===== src/rtl/shf_pkg.sv =====
// Shared encodings for the shift unit.
// Assumes: size codes are fixed by the instruction decode that drives the unit.
package shf_pkg;
    typedef enum logic [1:0] {
        SZ_BYTE  = 2'd0,
        SZ_WORD  = 2'd1,
        SZ_RSVD  = 2'd2,
        SZ_DWORD = 2'd3
    } size_e;

    localparam int NUM_FLAGS = 4;
    localparam logic [NUM_FLAGS-1:0] CLR_ALL = 4'b1111;
endpackage


===== src/rtl/shf_count_sel.sv =====
// Picks the effective shift count from the register or immediate source.
// Assumes: the register count is masked, and the immediate width depends on size.
module shf_count_sel #(
    parameter int REG_W    = 8,
    parameter int CNT_W    = 5,
    parameter int NARROW_W = 4
) (
    input  logic             from_imm,
    input  logic             wide,
    input  logic [REG_W-1:0] reg_cnt,
    input  logic [CNT_W-1:0] imm_cnt,
    output logic [CNT_W-1:0] cnt
);
    // Select the source and mask it to the field width in use.
    always_comb begin
        if (!from_imm)
            cnt = reg_cnt[CNT_W-1:0];
        else if (wide)
            cnt = imm_cnt;
        else
            cnt = {{(CNT_W-NARROW_W){1'b0}}, imm_cnt[NARROW_W-1:0]};
    end
endmodule


===== src/rtl/shf_lane.sv =====
// One fixed-width shifter lane. It returns the result, the last bit shifted out and zero.
// Assumes: the count may exceed the width; bits beyond the width shift out as zeros.
module shf_lane #(
    parameter int W     = 8,
    parameter int CNT_W = 5
) (
    input  logic [W-1:0]     opnd,
    input  logic [CNT_W-1:0] n,
    input  logic             dir_right,
    output logic [W-1:0]     res,
    output logic             carry,
    output logic             zero
);
    logic [W:0] ext_l;
    logic [W:0] ext_r;

    // Widen by one guard bit on the side the data leaves through.
    always_comb begin
        ext_l = {1'b0, opnd} << n;
        ext_r = {opnd, 1'b0} >> n;
    end

    // Pick the direction; the guard bit holds the carry.
    always_comb begin
        if (dir_right) begin
            res   = ext_r[W:1];
            carry = ext_r[0];
        end else begin
            res   = ext_l[W-1:0];
            carry = ext_l[W];
        end
        zero = (res == '0);
    end
endmodule


===== src/rtl/shf_out_stage.sv =====
// Output register stage: captures one result per request and forms the write-back controls.
// Assumes: a new request may arrive every cycle; the held result is replaced only by a new one.
module shf_out_stage #(
    parameter int OPW   = 32,
    parameter int FLG_W = 4
) (
    input  logic             clk,
    input  logic             rst_n,
    input  logic             in_valid,
    input  logic [OPW-1:0]   d_res,
    input  logic             d_c,
    input  logic             d_z,
    input  logic             d_bad,
    output logic             out_valid,
    output logic [OPW-1:0]   q_res,
    output logic             q_c,
    output logic             q_z,
    output logic             q_bad,
    output logic             q_wr,
    output logic [FLG_W-1:0] q_clr
);
    logic bad_r;

    // Register the result and its status on every accepted request.
    always_ff @(posedge clk) begin
        if (!rst_n) begin
            out_valid <= 1'b0;
            q_res     <= '0;
            q_c       <= 1'b0;
            q_z       <= 1'b0;
            bad_r     <= 1'b0;
        end else begin
            out_valid <= in_valid;
            if (in_valid) begin
                q_res <= d_res;
                q_c   <= d_c;
                q_z   <= d_z;
                bad_r <= d_bad;
            end
        end
    end

    // Form the write-back controls from the registered status.
    always_comb begin
        q_bad = out_valid & bad_r;
        q_wr  = out_valid & ~bad_r;
        q_clr = q_wr ? shf_pkg::CLR_ALL : '0;
    end
endmodule


===== src/rtl/shift_flag_unit.sv =====
// Top of the multi-width shift unit. There is one lane per legal width, selected by size.
// Assumes: the double-word operand is {op_hi, op_lo}; the reserved size passes the operand through.
module shift_flag_unit #(
    parameter int HALF_W = 16,
    parameter int REG_W  = 8,
    parameter int CNT_W  = 5
) (
    input  logic              clk,
    input  logic              rst_n,
    input  logic              in_valid,
    input  logic              sh_dir,
    input  logic [1:0]        size,
    input  logic              cnt_from_imm,
    input  logic [REG_W-1:0]  reg_cnt,
    input  logic [CNT_W-1:0]  imm_cnt,
    input  logic [HALF_W-1:0] op_lo,
    input  logic [HALF_W-1:0] op_hi,
    output logic              out_valid,
    output logic [HALF_W-1:0] res_lo,
    output logic [HALF_W-1:0] res_hi,
    output logic              flag_c,
    output logic              flag_z,
    output logic              wr_en,
    output logic              illegal,
    output logic [3:0]        clr_mask
);
    import shf_pkg::*;

    localparam int OPW     = 2 * HALF_W;
    localparam int BYTE_W  = HALF_W / 2;
    localparam int NLANES  = 3;

    logic [OPW-1:0]   full_op;
    logic [CNT_W-1:0] cnt;
    logic [OPW-1:0]   lane_res [NLANES];
    logic             lane_c   [NLANES];
    logic             lane_z   [NLANES];
    logic [OPW-1:0]   sel_res;
    logic             sel_c;
    logic             sel_z;
    logic             sel_bad;

    assign full_op = {op_hi, op_lo};

    shf_count_sel #(.REG_W(REG_W), .CNT_W(CNT_W), .NARROW_W(CNT_W-1)) u_cnt (
        .from_imm (cnt_from_imm),
        .wide     (size == SZ_DWORD),
        .reg_cnt  (reg_cnt),
        .imm_cnt  (imm_cnt),
        .cnt      (cnt)
    );

    // One lane per width: byte, word, double-word.
    for (genvar g = 0; g < NLANES; g++) begin : g_lane
        localparam int LW = BYTE_W << g;
        logic [LW-1:0] r;
        shf_lane #(.W(LW), .CNT_W(CNT_W)) u_lane (
            .opnd      (full_op[LW-1:0]),
            .n         (cnt),
            .dir_right (sh_dir),
            .res       (r),
            .carry     (lane_c[g]),
            .zero      (lane_z[g])
        );
        assign lane_res[g] = OPW'(r);
    end

    // Route the lane chosen by size; the reserved code passes the operand through.
    always_comb begin
        sel_bad = 1'b0;
        unique case (size_e'(size))
            SZ_BYTE:  begin sel_res = lane_res[0]; sel_c = lane_c[0]; sel_z = lane_z[0]; end
            SZ_WORD:  begin sel_res = lane_res[1]; sel_c = lane_c[1]; sel_z = lane_z[1]; end
            SZ_DWORD: begin sel_res = lane_res[2]; sel_c = lane_c[2]; sel_z = lane_z[2]; end
            default:  begin sel_res = full_op; sel_c = 1'b0; sel_z = 1'b0; sel_bad = 1'b1; end
        endcase
    end

    logic [OPW-1:0] q_res;

    shf_out_stage #(.OPW(OPW), .FLG_W(NUM_FLAGS)) u_out (
        .clk       (clk),
        .rst_n     (rst_n),
        .in_valid  (in_valid),
        .d_res     (sel_res),
        .d_c       (sel_c),
        .d_z       (sel_z),
        .d_bad     (sel_bad),
        .out_valid (out_valid),
        .q_res     (q_res),
        .q_c       (flag_c),
        .q_z       (flag_z),
        .q_bad     (illegal),
        .q_wr      (wr_en),
        .q_clr     (clr_mask)
    );

    assign res_lo = q_res[HALF_W-1:0];
    assign res_hi = q_res[OPW-1:HALF_W];
endmodule


===== config.mk =====
export PLATFORM = sky130hd
export DESIGN_NAME = shift_flag_unit
export DESIGN_NICKNAME = d
export VERILOG_FILES = /design/src/rtl/shf_pkg.sv /design/src/rtl/shf_count_sel.sv /design/src/rtl/shf_lane.sv /design/src/rtl/shf_out_stage.sv /design/src/rtl/shift_flag_unit.sv
export SDC_FILE = /design/constraint.sdc
export NUM_CORES = 1
export LEC_CHECK = 0
export CAP_MARGIN = 10
export CORE_AREA = 2 2 125 127
export DETAILED_ROUTE_END_ITERATION = 8
export DIE_AREA = 0 0 127 129
export MAX_ROUTING_LAYER = met4
export PLACE_DENSITY = 0.86
export REMOVE_ABC_BUFFERS = 1
export SLEW_MARGIN = 25
export SYNTH_ARGS = -nofsm -noshare
export SYNTH_HDL_FRONTEND = slang
export SYNTH_HIERARCHICAL = 1
export SYNTH_SLANG_ARGS = --single-unit

===== constraint.sdc =====
create_clock -name clk -period 5.46 [get_ports clk]
set_input_delay 1.365 -clock clk [delete_from_list [all_inputs] [get_ports clk]]
set_output_delay 1.365 -clock clk [all_outputs]
set_load 0.02 [all_outputs]

==> flow_summary.json, run 1 <==
{
  "syn_area_um2": 8860,
  "dp_hpwl_mm": 27.21,
  "ys.flop_type": "dfxtp_1",
  "fin_crit_sh": 0.9675,
  "path_class": "in -> reg",
  "rsz0062_at_grt": "no",
  "grt_antenna_before_repair": 1,
  "start_util": 0.5916,
  "most-common-layout-cells": "128 x buf_4, 111 x mux2i_1, 98 x mux4_2",
  "fp.coreArea_um2": 14980,
  "syn_to_final_growth_pct": 19.76,
  "clk_pin_slew_ns": 0.05,
  "crit_required_ns": 5.68,
  "grt_pass1_wl_mm": 55.55,
  "h-tree-depth": 2,
  "finalSetupViolations": 0,
  "cts_resized": 0,
  "cp-start-kind": "input port",
  "synth_compound_area_frac": 0.1806,
  "async_flop_share": 0,
  "tightestPinTransition_ns": 1.029,
  "crit_slowest_cell": "mux4_2",
  "synth_top_family_by_area": "multiplexers",
  "grt_start_max_net_pins": 45,
  "finalPower_mw": 1.940,
  "ys_ff_latch": 36,
  "fmax_mhz": 189.3,
  "cts_buffers": 5,
  "hold_viol_final": 0,
  "clockBufferDepth": 2,
  "synthXorXnorAreaFrac": 0,
  "die_x_um": 127,
  "cts.sink_count": 36,
  "slowest_delay_ns": 0.55,
  "fin_crit_ns": 5.283,
  "hp-class": "reg -> reg",
  "critPathCapture": "u_out/q_z",
  "yosys.area_share.simple": 0.1847,
  "overflow": 0,
  "layout-drive-gt1-share": 0.2893,
  "dieArea_um2": 16380,
  "r2r-start": "u_out/q_res[30]",
  "final_area_um2": 10610,
  "pin_count": 93,
  "hold_buffers": 0,
  "outcome": "complete, no violations",
  "ff2ff_path_depth": 2,
  "cp_top_family": "simple AND/OR/NAND/NOR gates",
  "num-nets-final": 1126,
  "finClkSkew_ns": 0,
  "maxCapViolCount": 0,
  "slew_violations": 0,
  "dpl_cell_area_um2": 10430,
  "p_leak_nw": 4.086,
  "core.rowCount": 45,
  "synthMuxAreaShare": 0.4715,
  "critPathLaunch": "cnt_from_imm",
  "ir_drop_v": 0.0001440,
  "crit_path_max_fanout": 35,
  "timing.rr.end": "u_out/q_res[30]",
  "first_pass_iters": 6,
  "insertion_delay_ns": 0.28,
  "cp.buffers_inverters": 2,
  "viasPerCell": 7.544,
  "regToRegSetupSlack_ns": 4.78,
  "max_slew_margin": 0.3142,
  "gp_congestion": 1.141,
  "cts-root-buf": "clkbuf_16",
  "vias": 9535,
  "synth-edff-count": 0,
  "synth.avg_cell_area_um2": 9.306,
  "postRouteAntennaNets": 0,
  "yosys_warnings": 6,
  "post-cts-setup-buffers": 0,
  "setup_tns_ns": 0,
  "drt_iter0_drc": 1540,
  "yosys.area_share.adder": 0,
  "synth_cells": 952,
  "drt-total-wl_mm": 36.10,
  "drc": 0,
  "timing.final.ws_setup_ns": 0.1775,
  "final_common_cell": "buf_4",
  "ys_types": 78,
  "port_buffers": 89,
  "cts_tree": "done",
  "path_depth": 14,
  "crit_path_end_kind": "register",
  "post-place-ws_ns": -0.05553,
  "cellPowerDensity_nw_per_um2": 182.9,
  "track_usage": 0.4536,
  "first_global_vias": 9025,
  "die_height_um": 129,
  "ys_seq_area_frac": 0.08134,
  "wire_per_inst_um": 28.56,
  "cp_data_arrival_time_ns": 5.50,
  "crit_chain": "clkdlybuf4s50_1 -> mux2_8 -> buf_12 -> mux4_2 -> or3_1 -> a22oi_2 -> a211oi_1 -> or4_1 -> or4_1 -> nor4_2 -> mux2i_1 -> o2bb2ai_1 -> mux2i_1 -> nor2b_1"
}
sequential cells by signal (all words and copies together), names as in the netlist:
| name | flops |
|---|---|
| u_out/out_valid | 1 |
| u_out/q_c | 1 |
| u_out/q_res | 32 |
| u_out/q_z | 1 |
| u_out/bad_r | 1 |
layout make-up:
class	instances	area [µm²]
Tap cell	188	235.2
Inverter	19	71.32
Clock inverter	1	30.03
Fill cell	1201	4367
Antenna cell	1	2.502
Clock buffer	7	152.6
Multi-Input combinational cell	789	7441
Timing Repair Buffer	223	1957
Sequential cell	36	720.7
synthesized netlist by cell type (21+ instances only):
master    number  area (µm²)
mux2i_1      111        1111
nand2_1       53       198.9
mux2_2        44       495.5
a21oi_1       27       135.1
nor3_1        21       105.1
clkbuf_1      44       165.2
nor2b_1       66       412.9
nand3_1       26       130.1
buf_2         25       125.1
mux4_2        98        2207
nor2_1        55       206.5
dfxtp_1       36       720.7
tightest hold or removal path, delay by kind of cell, from the launching register on:
family        cells  cell delay (ns)
flops             1             0.33
simple gates      1             0.09
mux               1             0.07
logic make-up after synthesis:
group,Yosys count
AOI/OAI and AO/OA,215
DFF,36
muxes,271
buffers and inverters,127
and+or+nand+nor,303
report_power, final:
part           switching (mW)  internal, mW  leakage (nW)  total (mW)
Clock                   0.107         0.240        0.0901       0.348
Combinational           0.713         0.592          3.70        1.31
Sequential            0.00897         0.279         0.294       0.287
per-layer routing:
metal  track usage  wire, µm  vias up
met5             -         0        -
met4        0.1474      1262        0
met3        0.1006      5064      126
met2        0.6486     15210      827
met1        0.6404     14560     4551
li1              -         -     4031
how the worst min path moves through the flow:
stage / start / to / slack [ns] / cells after the start
after floorplan: u_out/bad_r / u_out/bad_r / 0.50 / 2
after global placement: u_out/q_res[3] / u_out/q_res[3] / 0.49 / 2
after detailed placement: u_out/q_res[13] / u_out/q_res[13] / 0.51 / 2
after CTS: u_out/q_res[1] / u_out/q_res[1] / 0.53 / 2
after global routing: u_out/q_res[8] / u_out/q_res[8] / 0.55 / 2
final: u_out/q_res[3] / u_out/q_res[3] / 0.52 / 2
stage by stage:
step | util | instances | hold slack (ns)
finish | 0.7084 | 1264 | 0.5218
global route | 0.7084 | 1264 | 0.5496
CTS | 0.7083 | 1263 | 0.5290
detailed placement | 0.6961 | 1255 | 0.5102
global placement | 0.6961 | 1255 | 0.4948
floorplan | - | 844 | 0.4974
(Power assumes the default switching activity.)
==> inputs of run 2 (changes only) <==
- PLACE_DENSITY: 0.86 -> 0.83
==> run 2 against run 1 <==
Net effect:
- combinational power barely moved
- sequential share of layout area barely moved
- worst hold slack worse by 0.0053 ns
- non-clock buffer count grew 5
- clock power down 20%
- sequential power barely moved
- global-route usage decreased by 1.3 points
==> flow_summary.json, run 2 (synthesized netlist as in run 1, its figures left out) <==
{
  "dp_hpwl_mm": 26.86,
  "largest_reg_flops": 32,
  "finClkSkew_ns": 0,
  "hold_end": "u_out/q_res[8]",
  "pin_count": 93,
  "cts-root-buf": "clkbuf_16",
  "cpMostUsedCell": "buf_4",
  "slowest_delay_ns": 0.57,
  "port_buffers": 89,
  "track_usage": 0.4401,
  "crit_slowest_cell": "or4_1",
  "final_common_cell": "buf_4",
  "timing.rr.end": "u_out/q_res[21]",
  "path_class": "in -> reg",
  "vias": 9522,
  "first_pass_iters": 6,
  "crit_path_max_fanout": 24,
  "overflow": 0,
  "syn_to_final_growth_pct": 20.20,
  "ir_drop_v": 0.0001646,
  "num-nets-final": 1131,
  "post-cts-setup-buffers": 0,
  "drt-total-wl_mm": 35.44,
  "critPathLaunch": "cnt_from_imm",
  "hp-class": "reg -> reg",
  "rsz0062_at_grt": "no",
  "cp.buffers_inverters": 3,
  "grt_pass1_wl_mm": 53.18,
  "clk_pin_slew_ns": 0.05,
  "core.rowCount": 45,
  "layout-drive-gt1-share": 0.2907,
  "gp_congestion": 1.152,
  "regToRegSetupSlack_ns": 4.78,
  "finalSetupViolations": 0,
  "cellPowerDensity_nw_per_um2": 175.8,
  "cts_buffers": 5,
  "grt_start_max_net_pins": 50,
  "cp-start-kind": "input port",
  "grt_antenna_before_repair": 1,
  "clockBufferDepth": 2,
  "drt_iter0_drc": 1580,
  "start_util": 0.5916,
  "fillers": 1187,
  "cts.sink_count": 36,
  "die_x_um": 127,
  "timing.final.ws_setup_ns": 0.1628,
  "hold_buffers": 0,
  "maxCapViolCount": 0,
  "die_height_um": 129,
  "fmax_mhz": 188.8,
  "r2r-start": "u_out/q_res[21]",
  "cts_tree": "done",
  "hold_depth": 2,
  "finalPower_mw": 1.873,
  "wire_per_inst_um": 27.93,
  "crit_chain": "clkdlybuf4s50_1 -> buf_4 -> mux2_4 -> buf_4 -> mux4_2 -> a22oi_1 -> and3_1 -> o221ai_1 -> or4_1 -> or4b_1 -> nor4_2 -> o2bb2ai_1 -> mux2i_1 -> nor2b_1",
  "p_leak_nw": 4.104,
  "ff2ff_path_depth": 2,
  "cp_top_family": "simple AND/OR/NAND/NOR gates",
  "viasPerCell": 7.504,
  "fin_crit_sh": 0.9702,
  "fp.coreArea_um2": 14980,
  "dieArea_um2": 16380,
  "h-tree-depth": 2,
  "max_slew_margin": 0.3337,
  "largest_register": "u_out/q_res",
  "first_global_vias": 8542,
  "slew_violations": 0,
  "worstHoldStart": "u_out/q_res[8]",
  "tightestPinTransition_ns": 0.9995,
  "hold_viol_final": 0,
  "postRouteAntennaNets": 0,
  "fin_crit_ns": 5.297,
  "regArea_um2": 720.7,
  "crit_path_end_kind": "register",
  "insertion_delay_ns": 0.28,
  "drc": 0,
  "most-common-layout-cells": "130 x buf_4, 111 x mux2i_1, 98 x mux4_2",
  "crit_required_ns": 5.68,
  "utilization": 0.7110,
  "cp_data_arrival_time_ns": 5.51,
  "post-place-ws_ns": -0.04769,
  "multi_input_area_um2": 7441,
  "cts_resized": 0,
  "outcome": "complete, no violations",
  "setup_tns_ns": 0
}
==> run 2: worst max-delay path by stage <==
stage	end	cells after the start
2_1_floorplan	u_out/q_z	11
3_3_place_gp	u_out/q_z	14
3_5_place_dp	u_out/q_z	14
4_1_cts	u_out/q_z	14
5_1_grt	u_out/q_z	14
6_report	u_out/q_z	14
==> run 2: cell type report <==
cell class,instances,area share
Timing Repair Buffer,228,0.1908
Antenna cell,1,0.0002350
Sequential cell,36,0.06768
Multi-Input combinational cell,789,0.6987
Tap cell,188,0.02209
Inverter,19,0.006697
Clock buffer,8,0.01375
==> run 2: layer usage <==
metal / GRT usage / wire [µm] / vias to the layer above
met1: 0.6353 / 14260 / 4594
met5: - / 0 / -
li1: - / - / 4045
met3: 0.09231 / 4732 / 99
met4: 0.1364 / 1237 / 0
met2: 0.6199 / 15210 / 784
==> run 2: report_power, final <==
part	leakage [nW]	internal, mW	switching [mW]
clock	0.0712	0.182	0.0987
sequential	0.294	0.279	0.00912
combinational	3.74	0.599	0.705
==> run 2: metrics by stage <==
stage	area (µm²)	cells	hold WS, ns
2_1_floorplan	8207	844	0.4974
3_3_place_gp	10500	1260	0.4952
3_5_place_dp	10500	1260	0.5012
4_1_cts	10650	1268	0.5190
5_1_grt	10650	1269	0.5474
6_report	10650	1269	0.5166
==> run 2: worst reg2reg max path, delay by kind of cell, from the launching register on <==
| kind | cells | cell delay (ns) |
|---|---|---|
| and+or+nand+nor | 1 | 0.17 |
| muxes | 1 | 0.09 |
| DFF | 1 | 0.35 |
==> inputs of run 3 (changes only) <==
- CELL_PAD_IN_SITES_DETAIL_PLACEMENT: not set -> 1
- CELL_PAD_IN_SITES_GLOBAL_PLACEMENT: not set -> 2
- CORE_AREA: 2 2 125 127 -> 2 2 156 158
- DIE_AREA: 0 0 127 129 -> 0 0 158 160
- PLACE_DENSITY: 0.83 -> not set
- PLACE_DENSITY_LB_ADDON: not set -> 0.1
==> run 3 against run 2 <==
Net effect:
- fmax shrank 0.12%
- global-route usage shrank 11 points
- power grew 6.0%
- routed wire length grew 14%
- largest cell class unchanged
- clock power grew 18%
- sequential power is essentially flat
- critical path type unchanged
- utilization shrank 24 points
- combinational power grew 5%
- sequential cell count is the same
==> flow_summary.json, run 3 (synthesized netlist as in run 1, its figures left out) <==
{
  "crit_required_ns": 5.70,
  "rsz0062_at_grt": "no",
  "dpl_cell_area_um2": 10960,
  "fin_crit_ns": 5.303,
  "hold_viol_final": 0,
  "largest_register": "u_out/q_res",
  "syn_to_final_growth_pct": 25.45,
  "wire_per_inst_um": 28.10,
  "hp-class": "reg -> reg",
  "clockBufferDepth": 2,
  "final_area_um2": 11110,
  "start_util": 0.3719,
  "postRouteAntennaNets": 0,
  "pin_count": 93,
  "p_leak_nw": 4.293,
  "final_common_cell": "buf_4",
  "gp_congestion": 0.9861,
  "grt_antenna_before_repair": 1,
  "die_x_um": 158,
  "dp_hpwl_mm": 31.06,
  "cts-root-buf": "clkbuf_16",
  "first_pass_iters": 5,
  "num-nets-final": 1169,
  "viasPerCell": 6.537,
  "hold_buffers": 0,
  "drc": 0,
  "dieArea_um2": 25280,
  "clk_pin_slew_ns": 0.07,
  "crit_path_end_kind": "register",
  "finalPower_mw": 1.984,
  "drt-total-wl_mm": 40.55,
  "largest_reg_flops": 32,
  "cp-start-kind": "input port",
  "cellPowerDensity_nw_per_um2": 178.5,
  "outcome": "complete, no violations",
  "tightestPinTransition_ns": 0.9052,
  "track_usage": 0.3314,
  "cp_data_arrival_time_ns": 5.55,
  "ir_drop_v": 0.0001101,
  "port_buffers": 89,
  "finClkSkew_ns": 0,
  "post-cts-setup-buffers": 0,
  "fp.coreArea_um2": 23820,
  "fillers": 2796,
  "vias": 9433,
  "fin_crit_sh": 0.9713,
  "h-tree-depth": 2,
  "cts.sink_count": 36,
  "slew_violations": 0,
  "grt_start_max_net_pins": 45,
  "path_class": "in -> reg",
  "grt_pass1_wl_mm": 61.44,
  "crit_path_max_fanout": 29,
  "max_slew_margin": 0.3889,
  "layout-drive-gt1-share": 0.3157,
  "first_global_vias": 9410,
  "overflow": 0,
  "die_height_um": 160,
  "cts_buffers": 5,
  "fmax_mhz": 188.6,
  "drt_iter0_drc": 854,
  "most-common-layout-cells": "169 x buf_4, 111 x mux2i_1, 98 x mux4_2",
  "insertion_delay_ns": 0.30,
  "maxCapViolCount": 0,
  "core.rowCount": 57,
  "finalSetupViolations": 0,
  "cts_tree": "done",
  "finalHoldWorstSlack_ns": 0.5180,
  "cts_resized": 0
}
## run 3: cell count changes in the layout (fill, tap and decap cells not counted), sizes merged
cell      delta
clkinvlp     +1
buf         +38
clkbuf       -1
## run 3: final timing paths
path / to / slack, ns / startpoint / cells past startpoint
setup / recovery: u_out/q_z / 0.16 / cnt_from_imm / 14
hold / removal: u_out/q_res[17] / 0.52 / u_out/q_res[17] / 2
setup reg to reg: u_out/q_res[4] / 4.80 / u_out/q_res[4] / 2
hold reg to reg: u_out/q_res[17] / 0.52 / u_out/q_res[17] / 2
## run 3: layout make-up
cell class	instances	area, µm²	area share
flip-flops and latches	36	720.7	0.06484
clock inverters	1	7.507	0.0006754
diodes	1	2.502	0.0002251
well taps	324	405.4	0.03647
multi-input cells	789	7460	0.6712
clock buffers	7	142.6	0.01283
inverters	19	71.32	0.006417
repair buffers	266	2305	0.2074
## run 3: worst max-delay path: stages
cell and delay [ns]:
clkdlybuf4s50_1 0.52, buf_4 0.18, mux2_8 0.49, buf_4 0.21, mux4_2 0.30, mux2_4 0.30
a221oi_2 0.26, o21ai_0 0.20, or4_1 0.43, or4b_1 0.49, nor4_2 0.40, o2bb2ai_1 0.16
mux2i_1 0.09, nor2b_1 0.13
## run 3: per-stage QoR
stage | cells | utilization | setup slack, ns | setup TNS, ns
finish | 1443 | 0.4666 | 0.1567 | 0
global route | 1443 | 0.4666 | 0.01629 | 0
CTS | 1442 | 0.4665 | 0.1814 | 0
detailed placement | 1434 | 0.4602 | -0.1325 | -0.1325
global placement | 1434 | 0.4602 | -0.09665 | -0.09665
floorplan | 844 | - | -1.535 | -22.76
## run 3: per-layer routing
layer | up-vias | global-route usage | wire (µm)
met5 | - | - | 0
met3 | 78 | 0.02497 | 2102
met1 | 4824 | 0.4241 | 16760
li1 | 4126 | - | -
met2 | 405 | 0.5496 | 20170
met4 | 0 | 0.1192 | 1516
## run 3: report_power, final
group          total, mW  switching (mW)  internal [mW]
combinational       1.37           0.725          0.642
sequential         0.287         0.00845          0.278
clock              0.330           0.147          0.183
